**config.mk**
```make
export PLATFORM = sky130hd
export DESIGN_NAME = srom_emu
export DESIGN_NICKNAME = d
export VERILOG_FILES = /design/src/rtl/srom_pkg.sv /design/src/rtl/srom_ctrl.sv /design/src/rtl/srom_dp.sv /design/src/rtl/srom_emu.sv
export SDC_FILE = /design/constraint.sdc
export NUM_CORES = 1
export LEC_CHECK = 0
export ABC_AREA = 1
export BUFFER_PORTS_ARGS = -buffer_cell sky130_fd_sc_hd__clkbuf_2
export CAP_MARGIN = 30
export CORE_ASPECT_RATIO = 1.4
export CORE_MARGIN = 2
export CORE_UTILIZATION = 55
export DETAILED_ROUTE_END_ITERATION = 10
export GPL_ROUTABILITY_DRIVEN = 0
export PLACE_DENSITY = 0.75
export SLEW_MARGIN = 25
export SYNTH_ARGS = -nofsm -noshare
export SYNTH_HDL_FRONTEND = slang
export SYNTH_SLANG_ARGS = --single-unit
```
**constraint.sdc**
```tcl
create_clock -name clk -period 1.5 [get_ports clk]
set_input_delay 0.15 -clock clk [delete_from_list [all_inputs] [get_ports clk]]
set_output_delay 0.15 -clock clk [all_outputs]
set_load 0.03 [all_outputs]
```
**src/rtl/srom_pkg.sv**
```systemverilog
package srom_pkg;
  parameter int ADDR_W     = 16;
  parameter int OFF_W      = 13;
  parameter int POP_BYTES  = 6144;
  parameter int ALIAS_STEP = 2048;
  localparam int ID_W = ADDR_W - OFF_W;

  typedef struct packed {
    logic capture;
    logic capAddr;
    logic capRead;
    logic advance;
    logic fetchLoad;
  } ctrlStrobe_t;

  function automatic logic [7:0] rawByte(input logic [OFF_W-1:0] o);
    logic [7:0] hi;
    hi = 8'(o >> 8);
    return o[7:0] ^ (hi << 3) ^ 8'h5A;
  endfunction

  function automatic logic [7:0] romByte(input logic [OFF_W-1:0] o);
    if (32'(o) < POP_BYTES)
      return rawByte(o);
    return rawByte(o - OFF_W'(ALIAS_STEP)) | rawByte(o - OFF_W'(2 * ALIAS_STEP));
  endfunction
endpackage

```
**src/rtl/srom_ctrl.sv**
```systemverilog
module srom_ctrl
  import srom_pkg::*;
#(
  parameter int READY_EDGES = 2,
  parameter int FETCH_EDGES = 5
) (
  input  logic        clk,
  input  logic        rstN,
  input  logic        chipClk,
  input  logic        sel,
  input  logic        modeAddr,
  input  logic        dirRead,
  output ctrlStrobe_t strb,
  output logic        readyInt,
  output logic        accActive
);
  localparam int RW = $clog2(READY_EDGES + 1);
  localparam int CW = $clog2(FETCH_EDGES + 1);

  typedef enum logic [1:0] {PH_IDLE, PH_WAIT, PH_HOLD} phase_t;

  phase_t        phase;
  logic [2:0]    ckSync;
  logic          selPrev;
  logic [RW-1:0] edgeCnt;
  logic [CW-1:0] fetchCnt;
  logic          kAddr, kRead;
  logic          chipEdge, startAcc, relFire, refetch;

  assign chipEdge  = ckSync[2] ^ ckSync[1];
  assign startAcc  = sel && !selPrev && (phase == PH_IDLE);
  assign relFire   = (phase == PH_WAIT) && sel && chipEdge && (edgeCnt == RW'(READY_EDGES - 1));
  assign refetch   = kAddr ? !kRead : kRead;
  assign readyInt  = (phase == PH_HOLD);
  assign accActive = (phase != PH_IDLE);

  always_comb begin
    strb.capture   = startAcc;
    strb.capAddr   = modeAddr;
    strb.capRead   = dirRead;
    strb.advance   = relFire && !kAddr && kRead;
    strb.fetchLoad = chipEdge && (fetchCnt == CW'(1));
  end

  always_ff @(posedge clk or negedge rstN) begin
    if (!rstN) begin
      ckSync   <= '0;
      selPrev  <= 1'b0;
      phase    <= PH_IDLE;
      edgeCnt  <= '0;
      kAddr    <= 1'b0;
      kRead    <= 1'b0;
      fetchCnt <= '0;
    end else begin
      ckSync  <= {ckSync[1:0], chipClk};
      selPrev <= sel;
      case (phase)
        PH_IDLE: if (startAcc) begin
          phase   <= PH_WAIT;
          edgeCnt <= '0;
          kAddr   <= modeAddr;
          kRead   <= dirRead;
        end
        PH_WAIT: begin
          if (!sel)          phase   <= PH_IDLE;
          else if (relFire)  phase   <= PH_HOLD;
          else if (chipEdge) edgeCnt <= edgeCnt + RW'(1);
        end
        PH_HOLD: if (!sel) phase <= PH_IDLE;
        default: phase <= PH_IDLE;
      endcase
      if (relFire && refetch)
        fetchCnt <= CW'(FETCH_EDGES);
      else if (chipEdge && fetchCnt != '0)
        fetchCnt <= fetchCnt - CW'(1);
    end
  end

  // wait state is asserted as soon as a new select is seen
  assert_ready_low_on_select_R2: assert property (@(posedge clk) disable iff (!rstN)
    $rose(sel) |-> !readyInt);

  // once released, ready stays up for as long as select is held
  assert_ready_held_R2: assert property (@(posedge clk) disable iff (!rstN)
    (readyInt && sel) |=> (readyInt || !$past(sel) || !sel));
endmodule

```
**src/rtl/srom_dp.sv**
```systemverilog
module srom_dp
  import srom_pkg::*;
#(
  parameter int CHIP_ID = 0
) (
  input  logic              clk,
  input  logic              rstN,
  input  ctrlStrobe_t       strb,
  input  logic [7:0]        wrData,
  output logic [7:0]        outByte,
  output logic              driveOk
);
  logic [ADDR_W-1:0] addr;
  logic              loNext;
  logic [7:0]        buffer;
  logic              idMatch;

  assign idMatch = (addr[ADDR_W-1:OFF_W] == ID_W'(CHIP_ID));

  always_ff @(posedge clk or negedge rstN) begin
    if (!rstN) begin
      addr    <= '0;
      loNext  <= 1'b0;
      buffer  <= romByte('0);
      outByte <= '0;
      driveOk <= 1'b0;
    end else begin
      if (strb.capture) begin
        case ({strb.capAddr, strb.capRead})
          2'b10: begin
            if (loNext) addr[7:0]        <= wrData;
            else        addr[ADDR_W-1:8] <= wrData;
            loNext  <= !loNext;
            driveOk <= 1'b0;
          end
          2'b11: begin
            outByte <= loNext ? addr[7:0] : addr[ADDR_W-1:8];
            loNext  <= !loNext;
            driveOk <= 1'b1;
          end
          2'b01: begin
            outByte <= buffer;
            driveOk <= idMatch;
            loNext  <= 1'b0;
          end
          default: begin
            loNext  <= 1'b0;
            driveOk <= 1'b0;
          end
        endcase
      end
      if (strb.advance)
        addr[OFF_W-1:0] <= addr[OFF_W-1:0] + OFF_W'(1);
      if (strb.fetchLoad)
        buffer <= romByte(addr[OFF_W-1:0]);
    end
  end

  // an advance moves the offset by exactly one
  assert_advance_by_one_R5: assert property (@(posedge clk) disable iff (!rstN)
    strb.advance |=> (addr[OFF_W-1:0] == $past(addr[OFF_W-1:0]) + OFF_W'(1)));

  // identity bits survive any increment, including the wrap
  assert_id_bits_kept_R8: assert property (@(posedge clk) disable iff (!rstN)
    strb.advance |=> $stable(addr[ADDR_W-1:OFF_W]));
endmodule

```
**src/rtl/srom_emu.sv**
```systemverilog
module srom_emu
  import srom_pkg::*;
#(
  parameter int CHIP_ID     = 0,
  parameter int READY_EDGES = 2,
  parameter int FETCH_EDGES = 5
) (
  input  logic       clk,
  input  logic       rstN,
  input  logic       chipClk,
  input  logic       sel,
  input  logic       modeAddr,
  input  logic       dirRead,
  input  logic [7:0] wrData,
  output logic [7:0] rdData,
  output logic       rdEn,
  output logic       ready
);
  ctrlStrobe_t strb;
  logic        readyInt, accActive, driveOk;

  srom_ctrl #(.READY_EDGES(READY_EDGES), .FETCH_EDGES(FETCH_EDGES)) i_ctrl (
    .clk(clk), .rstN(rstN), .chipClk(chipClk), .sel(sel),
    .modeAddr(modeAddr), .dirRead(dirRead),
    .strb(strb), .readyInt(readyInt), .accActive(accActive)
  );

  srom_dp #(.CHIP_ID(CHIP_ID)) i_dp (
    .clk(clk), .rstN(rstN), .strb(strb), .wrData(wrData),
    .outByte(rdData), .driveOk(driveOk)
  );

  assign rdEn  = sel && accActive && driveOk;
  assign ready = sel ? readyInt : 1'b1;

  // nothing reaches the bus without select
  assert_released_without_select_R1: assert property (@(posedge clk) disable iff (!rstN)
    !sel |-> (ready && !rdEn));

  // the bus is only driven on reads
  assert_drive_only_on_read_R9: assert property (@(posedge clk) disable iff (!rstN)
    rdEn |-> dirRead);
endmodule

```
==> results of run 1 <==
repair_timing:
action,CTS,global route
buffers inserted,0,4
endpoints found under the setup margin,0,15
hold buffers,2,0
endpoints found under the hold margin,14,0
resized for setup,0,10
flip-flops by register name, summed over array words and instances, names as in the netlist:
name,cells
i_ctrl.edgeCnt,2
i_dp.buffer,8
i_dp.outByte,8
i_ctrl.kAddr,1
i_ctrl.kRead,1
i_ctrl.phase,2
i_dp.driveOk,1
i_dp.loNext,1
i_ctrl.fetchCnt,3
i_dp.addr,16
i_ctrl.selPrev,1
i_ctrl.ckSync,3
cells by family after synthesis:
family,share of synthesized area
xor gates and xnor gates,0.02931
AOI/OAI and AO/OA,0.1187
DFF,0.4393
and+or+nand+nor,0.3029
adders and majority gates,0.02792
buffers and inverters,0.08190
synthesized netlist by cell type, types with 4 or more instances:
cell type | n | area share
nand3_1 | 40 | 0.074
nand3_2 | 4 | 0.015
o21ai_1 | 8 | 0.015
xnor2_1 | 4 | 0.013
dfstp_2 | 4 | 0.039
nor2_1 | 14 | 0.020
inv_1 | 32 | 0.045
nand2_1 | 90 | 0.13
xor2_1 | 5 | 0.016
o22ai_1 | 4 | 0.0093
a21oi_1 | 7 | 0.013
ha_1 | 6 | 0.028
inv_2 | 6 | 0.0084
dfrtp_1 | 43 | 0.40
o21ai_0 | 25 | 0.047
per-layer routing:
metal  vias up  part of all wire  track usage
met1      1140              0.41       0.2947
met4         0             0.016      0.07879
li1       1186                 -            -
met2        77              0.53       0.4526
met3        11             0.046      0.04026
met5         -                 0            0
power by group through the flow:
stage               Clock [uW]  Sequential [uW]  Combinational [uW]
floorplan                    0             2310                1280
global placement             0             2220                1940
detailed placement           0             2230                1990
CTS                        841             2200                2020
global route               912             2270                2360
finish                     829             2210                2090
worst min path at each step:
stage	end	slack, ns	depth (start not counted)
floorplan	i_ctrl.ckSync[0]$_DFF_PN0_	-0.15	0
global placement	i_ctrl.edgeCnt[1]$_DFFE_PN0P_	0.08	1
detailed placement	i_ctrl.edgeCnt[1]$_DFFE_PN0P_	0.08	1
CTS	i_ctrl.selPrev$_DFF_PN0_	0.01	1
global route	i_ctrl.selPrev$_DFF_PN0_	0.007	1
finish	i_ctrl.selPrev$_DFF_PN0_	0.02	1
per-stage QoR:
| step | util | hold WS [ns] |
|---|---|---|
| finish | 0.6588 | 0.01566 |
| CTS | 0.6454 | 0.009644 |
| global placement | 0.6205 | 0.08174 |
| detailed placement | 0.6205 | 0.08389 |
| global route | 0.6588 | 0.007038 |
| floorplan | - | -0.1456 |
cell type report:
cell class / count / area, um2
Clock buffer: 6 / 82.58
Multi-Input combinational cell: 241 / 1318
Inverter: 39 / 153.9
Sequential cell: 47 / 1182
Tap cell: 64 / 80.08
Clock inverter: 2 / 16.27
Fill cell: 408 / 1627
Timing Repair Buffer: 43 / 307.8
==> qor.csv, run 1 <==
stage;metric;value;unit
sta;worst slew pin tran;0.3769;ns
sta;fmax;689.1;MHz
sta;Final Cycle Share;0.9674;
critical_path;crit-path cells;inv_2, nand2_1, nor2_4, nand3_4, buf_4, o21ai_2, a21oi_2;
floorplanning;Starting Density;0.5640;
critical_path;RR Endpoint;i_dp.addr[11]$_DFFE_PN0P_;
critical_path;CP Buf/Inv Count;2;
pwr;pwr dens;1633;nW/um2
critical_path;CP max-delay cell;dfrtp_1;
cells_and_area;fraction of layout cells with a size suffix above 1;0.2381;
global_routing;initial antenna violation count;0;
global_routing;total global-route track usage;0.2472;
floorplanning;Die Ht;86.73;um
critical_path;start point of the critical path;i_ctrl.phase[1]$_DFFE_PN0P_;
routing;routed len/inst;14.31;um
pwr;Comb pwr share;0.407;
synth;ys flop type;dfrtp_1;
global_routing;vias in the first global route;2300;
cells_and_area;net count reported at finish;397;
sta;setup violators final;0;
synth;syn avg cell area;7.979;um2
pwr;Leak;0.001554;uW
outcome;status;finished, final reports clean;
synth;Cells after Synth;337;
synth;Seq/Total Area, Yosys;0.4393;
critical_path;Reg2Reg Setup Slack;0.05;ns
clock_network;clk buf depth;2;
pwr;P_sw;2140;uW
job;Max-Cap Viols;0;
placed_design;placed cells;428;
pwr;total power;5130;uW
sta;Final WS setup;0.04883;ns
hold_path;HP Start;sel;
critical_path;R2R depth;7;
routing;DR pass1 iterations;5;
pwr;Switching Share;0.4171;
routing;DRT antenna net count;0;
critical_path;required time of the critical path;1.70;ns
sta;Worst Skew;0.01165;ns
cells_and_area;n_diodes;0;
cells_and_area;Final Non-Filler Cells;442;
synth;Netlist cell types;40;
placed_design;Final HPWL DP;4588;um
cells_and_area;fin area;3141;um2
global_routing;first-pass GRT wire length;10670;um
critical_path;crit path launch type;flop;
routing;aggregate routed wire length;6326;um
placed_design;port bufs;23;
critical_path;Worst Setup EP;i_dp.addr[11]$_DFFE_PN0P_;
synth;Synth async-reset ratio;1.000;
pwr;Peak VDD IR;0.9297;mV
critical_path;Worst path max stage delay;0.45;ns
placed_design;pre-CTS setup slack;0.04392;ns
synth;EDFF count, synth;0;
synth;Syn. warnings;0;
clock_network;Clock transition at path regs;0.10;ns
critical_path;worst r2r src;i_ctrl.phase[1]$_DFFE_PN0P_;
global_routing;gr ovfl total;0;
clock_network;root buf cell;clkbuf_8;
clock_network;worst-skew pair later-pin latency;0.31;ns
hold_path;worst min-delay path class;input port to flop;
critical_path;CP arrival;1.65;ns
critical_path;worst setup path category;flop to flop;
routing;initial drt markers;137;
pwr;Clk pwr share;0.162;
floorplanning;die area;5472;um2
clock_network;CTS Buf Count;5;
sta;Slew Limit Fails;0;
sta;Setup TNS;0;ns
cells_and_area;commonest cells after routing, fill and taps aside;90 x nand2_1, 42 x dfrtp_1, 39 x nand3_1, 32 x inv_1, 25 x o21ai_0;
clock_network;Sink Count;47;
global_routing;pin count of the biggest net entering global routing;35;
routing;Via-to-Cell Ratio;5.462;
critical_path;delay-heaviest family, CP;flip-flops;
clock_network;H-tree lvl count;2;
critical_path;worst-path fanout max;5;
sta;Slew headroom;0.7487;
pwr;Pint;2990;uW
floorplanning;Die X;63.10;um
sta;setup repair after global routing missed its margin;true;
routing;via count;2414;
floorplanning;# IOs;24;
critical_path;Setup crit end kind;flop;
floorplanning;Placeable Area;4767;um2
floorplanning;floorplan row count;30;
clock_network;TritonCTS clock tree;built;
synth;net count after synthesis;357;
placed_design;post-placement cell area;2958;um2
pwr;sequential power share;0.431;
sta;Final Hold Violating Endpoints;0;
synth;post-synthesis cell area;2689;um2
cells_and_area;commonest non-fill, non-tap cell in the layout;nand2_1;
sta;min Tclk post-route;1.451;ns
routing;Residual DRC;0;
synth;Yosys reg bits;47;
cells_and_area;Area Overhead vs Synth;16.80;%
critical_path;Critical Path Stages;7;
No activity file was read; power rests on OpenSTA's default activity.
==> run 2, diff against run 1 <==
--- a/config.mk
+++ b/config.mk
@@ -9,10 +9,11 @@
 export BUFFER_PORTS_ARGS = -buffer_cell sky130_fd_sc_hd__clkbuf_2
 export CAP_MARGIN = 30
 export CORE_ASPECT_RATIO = 1.4
-export CORE_MARGIN = 2
+export CORE_MARGIN = 5
 export CORE_UTILIZATION = 55
 export DETAILED_ROUTE_END_ITERATION = 10
 export GPL_ROUTABILITY_DRIVEN = 0
+export HOLD_SLACK_MARGIN = 0.03
 export PLACE_DENSITY = 0.75
 export SLEW_MARGIN = 25
 export SYNTH_ARGS = -nofsm -noshare
==> run 2 against run 1 <==
Maximum frequency up 4.6%. Largest cell class unchanged. Global-route usage down 4.6 points. Register-to-register slack better by 0.06 ns. Die area up 17%. Clock skew down 0.0031 ns. Worst setup slack better by 0.064 ns.
==> qor.csv, run 2 (synthesis gave the netlist of run 1 again) <==
stage;metric;value;unit
sta;Slew headroom;0.7374;
routing;routed len/inst;13.41;um
cells_and_area;net count reported at finish;397;
sta;Final WS setup;0.1131;ns
placed_design;port bufs;23;
critical_path;R2R depth;6;
pwr;pwr dens;1627;nW/um2
pwr;Leak;0.001545;uW
critical_path;Setup crit end kind;flop;
clock_network;root buf cell;clkbuf_8;
critical_path;start point of the critical path;i_ctrl.fetchCnt[0]$_DFFE_PN0P_;
global_routing;first-pass GRT wire length;10570;um
clock_network;Clock transition at path regs;0.09;ns
critical_path;worst r2r src;i_ctrl.fetchCnt[0]$_DFFE_PN0P_;
sta;Slew Limit Fails;0;
hold_path;worst min-delay path class;input port to flop;
global_routing;gr ovfl total;0;
sta;setup repair after global routing missed its margin;false;
job;Max-Cap Viols;0;
routing;Residual DRC;0;
floorplanning;Die Ht;92.73;um
sta;setup violators final;0;
sta;Final Cycle Share;0.9246;
placed_design;pre-CTS setup slack;0.06058;ns
clock_network;worst-skew pair later-pin latency;0.31;ns
routing;initial drt markers;136;
routing;via count;2350;
sta;fmax;721.1;MHz
global_routing;pin count of the biggest net entering global routing;48;
clock_network;H-tree lvl count;2;
routing;DRT antenna net count;0;
critical_path;worst setup path category;flop to flop;
cells_and_area;n_diodes;0;
floorplanning;# IOs;24;
critical_path;Worst Setup EP;i_ctrl.fetchCnt[0]$_DFFE_PN0P_;
cells_and_area;commonest cells after routing, fill and taps aside;90 x nand2_1, 41 x dfrtp_1, 38 x nand3_1, 32 x inv_1;
cells_and_area;Top reg by flops;i_dp.addr;
cells_and_area;commonest non-fill, non-tap cell in the layout;nand2_1;
global_routing;initial antenna violation count;0;
floorplanning;floorplan row count;30;
sta;min Tclk post-route;1.387;ns
critical_path;Reg2Reg Setup Slack;0.11;ns
sta;worst slew pin tran;0.3917;ns
routing;DR pass1 iterations;4;
critical_path;required time of the critical path;1.74;ns
outcome;status;finished, final reports clean;
cells_and_area;fraction of layout cells with a size suffix above 1;0.2407;
sta;Worst Skew;0.008514;ns
clock_network;clk buf depth;2;
critical_path;worst-path fanout max;6;
cells_and_area;Largest regs;i_dp.addr x16, i_dp.buffer x8, i_dp.outByte x8;
global_routing;total global-route track usage;0.2011;
routing;aggregate routed wire length;5926;um
floorplanning;die area;6407;um2
clock_network;Sink Count;47;
placed_design;Final HPWL DP;4415;um
sta;Setup TNS;0;ns
sta;Final Hold Violating Endpoints;0;
routing;Via-to-Cell Ratio;5.317;
pwr;Peak VDD IR;0.9050;mV
clock_network;CTS Buf Count;5;
critical_path;crit path launch type;flop;
cells_and_area;Area Overhead vs Synth;16.43;%
floorplanning;Starting Density;0.5596;
cells_and_area;max reg flops;16;
floorplanning;Placeable Area;4805;um2
critical_path;RR Endpoint;i_ctrl.fetchCnt[0]$_DFFE_PN0P_;
clock_network;TritonCTS clock tree;built;
global_routing;vias in the first global route;2273;
floorplanning;Die X;69.10;um
hold_path;HP Start;wrData[7];
critical_path;CP arrival;1.63;ns
==> run 2: cell count changes in the layout (fill, tap and decap cells not counted), sizes merged <==
cell	change
clkinv	-1
dlygate4sd3	+1
inv	+1
clkinvlp	+1
clkbuf	-1
buf	-1
==> run 2: per-layer routing <==
| layer | part of all wire | GRT usage | wire length [um] |
|---|---|---|---|
| met4 | 0.017 | 0.06515 | 99 |
| met1 | 0.45 | 0.2620 | 2685 |
| met3 | 0.042 | 0.03474 | 248 |
| met2 | 0.49 | 0.3384 | 2893 |
| met5 | 0 | 0 | 0 |
==> run 2: how the worst min path moves through the flow <==
stage                     cells after the start  slack (ns)                          to
after detailed placement                      2        0.16  i_ctrl.ckSync[0]$_DFF_PN0_
final                                         3        0.06   i_dp.addr[15]$_DFFE_PN0P_
after global placement                        2        0.15  i_ctrl.ckSync[0]$_DFF_PN0_
after CTS                                     3        0.05   i_dp.addr[15]$_DFFE_PN0P_
after global routing                          3        0.06   i_dp.addr[15]$_DFFE_PN0P_
after floorplan                               0       -0.15  i_ctrl.ckSync[0]$_DFF_PN0_
==> run 2: cell type report <==
type	count	area (um2)
clock buffer	5	68.82
clock inverter	3	23.77
fill	451	1674
inverter	39	153.9
multi-input combinational	241	1310
sequential	47	1184
tap	64	80.08
timing repair buffer	43	310.3
==> run 2: where the power goes <==
part           switching, uW  internal [uW]
combinational           1260            853
clock                    459            334
sequential               404           1790
total                   2120           2980
==> run 2: what timing repair did <==
action	in CTS	in global routing
setup endpoints to repair	0	16
buffers inserted	0	2
endpoints found under the hold margin	45	0
resized for setup	0	12
hold buffers	3	0
==> run 2: stage by stage <==
| step | power (uW) | utilization | cell area, um2 | instances | hold slack (ns) |
|---|---|---|---|---|---|
| global route | 5557 | 0.6516 | 3131 | 442 | 0.05936 |
| global placement | 4187 | 0.6172 | 2965 | 429 | 0.1545 |
| CTS | 5055 | 0.6427 | 3088 | 440 | 0.04583 |
| detailed placement | 4245 | 0.6172 | 2965 | 429 | 0.1556 |
| finish | 5094 | 0.6516 | 3131 | 442 | 0.05547 |
| floorplan | 3592 | - | 2689 | 337 | -0.1456 |
==> run 2: critical path, stage by stage (launching register included) <==
cell and delay, ns:
dfrtp_1 0.39, inv_1 0.06, ha_2 0.17, ha_1 0.18, or2_4 0.25, or2_0 0.20, nand3_1 0.07
==> run 3, diff against run 2 <==
--- a/config.mk
+++ b/config.mk
@@ -9,7 +9,6 @@
 export BUFFER_PORTS_ARGS = -buffer_cell sky130_fd_sc_hd__clkbuf_2
 export CAP_MARGIN = 30
 export CORE_ASPECT_RATIO = 1.4
-export CORE_MARGIN = 5
 export CORE_UTILIZATION = 55
 export DETAILED_ROUTE_END_ITERATION = 10
 export GPL_ROUTABILITY_DRIVEN = 0
==> run 3 against run 2 <==
Utilization grew 2.9 points. Clock-buffer cell count rose by 2. Highest routed layer unchanged. Combinational power is essentially flat. Die area down 19%. Critical path depth is 3 lower. Register-to-register slack worse by 0.07 ns. Critical path type is now flop to output pin. Sequential cell count unchanged. Clock power increased by 2%. Via count grew 0.64%. Non-clock buffer count is 1 lower.
==> qor.csv, run 3 (synthesis gave the netlist of run 1 again) <==
stage;metric;value;unit
sta;Slew headroom;0.6866;
routing;routed len/inst;14.41;um
critical_path;Setup crit end kind;output pin;
floorplanning;floorplan row count;29;
floorplanning;Die X;61.10;um
routing;aggregate routed wire length;6341;um
pwr;Leak;0.001553;uW
routing;DRT antenna net count;0;
cells_and_area;n_diodes;0;
routing;initial drt markers;144;
cells_and_area;fillers;408;
global_routing;vias in the first global route;2289;
floorplanning;Starting Density;0.5835;
placed_design;Final HPWL DP;4451;um
clock_network;Clock transition at path regs;0.09;ns
clock_network;H-tree lvl count;2;
clock_network;CTS Buf Count;5;
floorplanning;# IOs;24;
routing;Via-to-Cell Ratio;5.375;
critical_path;worst setup path category;flop to output pin;
clock_network;TritonCTS clock tree;built;
critical_path;crit path launch type;flop;
sta;Slew Limit Fails;0;
sta;Worst Skew;0.01037;ns
clock_network;worst-skew pair later-pin latency;0.31;ns
global_routing;gr ovfl total;0;
critical_path;worst-path fanout max;4;
critical_path;Reg2Reg Setup Slack;0.04;ns
floorplanning;Placeable Area;4608;um2
routing;via count;2365;
sta;Final Cycle Share;0.9789;
placed_design;pre-CTS setup slack;0.03193;ns
cells_and_area;Largest regs;i_dp.addr x16, i_dp.buffer x8, i_dp.outByte x8;
critical_path;CP arrival;1.32;ns
clock_network;clk buf depth;2;
cells_and_area;net count reported at finish;397;
floorplanning;die area;5177;um2
sta;Final Hold Violating Endpoints;0;
routing;Residual DRC;0;
cells_and_area;Core Util, Final;0.6804;
critical_path;required time of the critical path;1.35;ns
pwr;Peak VDD IR;0.7794;mV
pwr;total power;5116;uW
global_routing;total global-route track usage;0.2778;
outcome;status;finished, final reports clean;
global_routing;first-pass GRT wire length;10780;um
cells_and_area;Top reg by flops;i_dp.addr;
job;Max-Cap Viols;0;
sta;Setup TNS;0;ns
cells_and_area;fraction of layout cells with a size suffix above 1;0.2328;
hold_path;worst min-delay path class;input port to flop;
clock_network;Sink Count;47;
placed_design;port bufs;23;
clock_network;root buf cell;clkbuf_8;
placed_design;post-placement cell area;2933;um2
cells_and_area;Area Overhead vs Synth;16.61;%
cells_and_area;commonest non-fill, non-tap cell in the layout;nand2_1;
sta;setup repair after global routing missed its margin;true;
routing;DR pass1 iterations;4;
sta;setup violators final;0;
sta;fmax;681.0;MHz
cells_and_area;FF/Latch Area;1181;um2
cells_and_area;commonest cells after routing, fill and taps aside;89 x nand2_1, 43 x dfrtp_1, 39 x nand3_1, 31 x inv_1, 23 x o21ai_0;
sta;worst slew pin tran;0.4701;ns
global_routing;pin count of the biggest net entering global routing;33;
pwr;pwr dens;1632;nW/um2
cells_and_area;multi-input logic area;1324;um2
cells_and_area;fin area;3136;um2
cells_and_area;max reg flops;16;
sta;Final WS setup;0.03164;ns
global_routing;initial antenna violation count;0;
sta;min Tclk post-route;1.468;ns
floorplanning;Die Ht;84.73;um
run 3: cell types whose count changed in the layout (fill, tap and decap cells not counted), moves of 2 or more:
cell / change
dfrtp_1: +2
ha_1: +2
nand3_2: -2
dfrtp_2: -2
ha_2: -2
clkinvlp_4: -2
run 3: where the power goes:
part           internal [uW]  total [uW]  switching (uW)
Clock                    373         808             435
Combinational            824        2080            1260
Sequential              1790        2230             441
run 3: final cells by class:
cell class              instances  area share
inverters                      39     0.05068
clock inverters                 1    0.001596
flip-flops and latches         47      0.3767
well taps                      62     0.02474
repair buffers                 42     0.09657
multi-input cells             242      0.4222
clock buffers                   7     0.02753
run 3: final timing paths:
| kind | endpoint | cells past startpoint | startpoint |
|---|---|---|---|
| max | ready | 3 | i_ctrl.phase[0]$_DFFE_PN0P_ |
| min | i_dp.addr[14]$_DFFE_PN0P_ | 3 | wrData[6] |
| max reg2reg | i_ctrl.fetchCnt[0]$_DFFE_PN0P_ | 6 | i_ctrl.fetchCnt[0]$_DFFE_PN0P_ |
| min reg2reg | i_ctrl.ckSync[1]$_DFF_PN0_ | 0 | i_ctrl.ckSync[0]$_DFF_PN0_ |
| max in group asynchronous | i_dp.buffer[6]$_DFFE_PN1P_ | 3 | rstN |
| min in group asynchronous | i_dp.addr[6]$_DFFE_PN0P_ | 2 | rstN |
run 3: worst max-delay path, cell delays in order, from the launching register on:
cell,delay [ns]
dfrtp_1,0.43
buf_4,0.17
o21ai_0,0.17
buf_2,0.24
run 3: per-stage QoR:
stage / instances / hold WS (ns)
3_3_place_gp: 423 / 0.1236
5_1_grt: 440 / 0.07023
4_1_cts: 434 / 0.05309
6_report: 440 / 0.05779
3_5_place_dp: 423 / 0.1250
2_1_floorplan: 337 / -0.1456
run 3: repair_timing:
item | CTS | global route
cloned | 0 | 1
buffers inserted | 0 | 5
pin swaps | 0 | 3
endpoints found under the setup margin | 1 | 21
endpoints found under the hold margin | 17 | 0
hold buffers | 3 | 0
gates resized for setup | 1 | 13
run 3: routing by layer:
metal	track usage	wire length [um]	up-vias
met4	0.1157	227	0
met5	0	0	-
met3	0.04006	286	26
met1	0.3755	2749	1077
li1	-	-	1177
met2	0.4358	3077	85
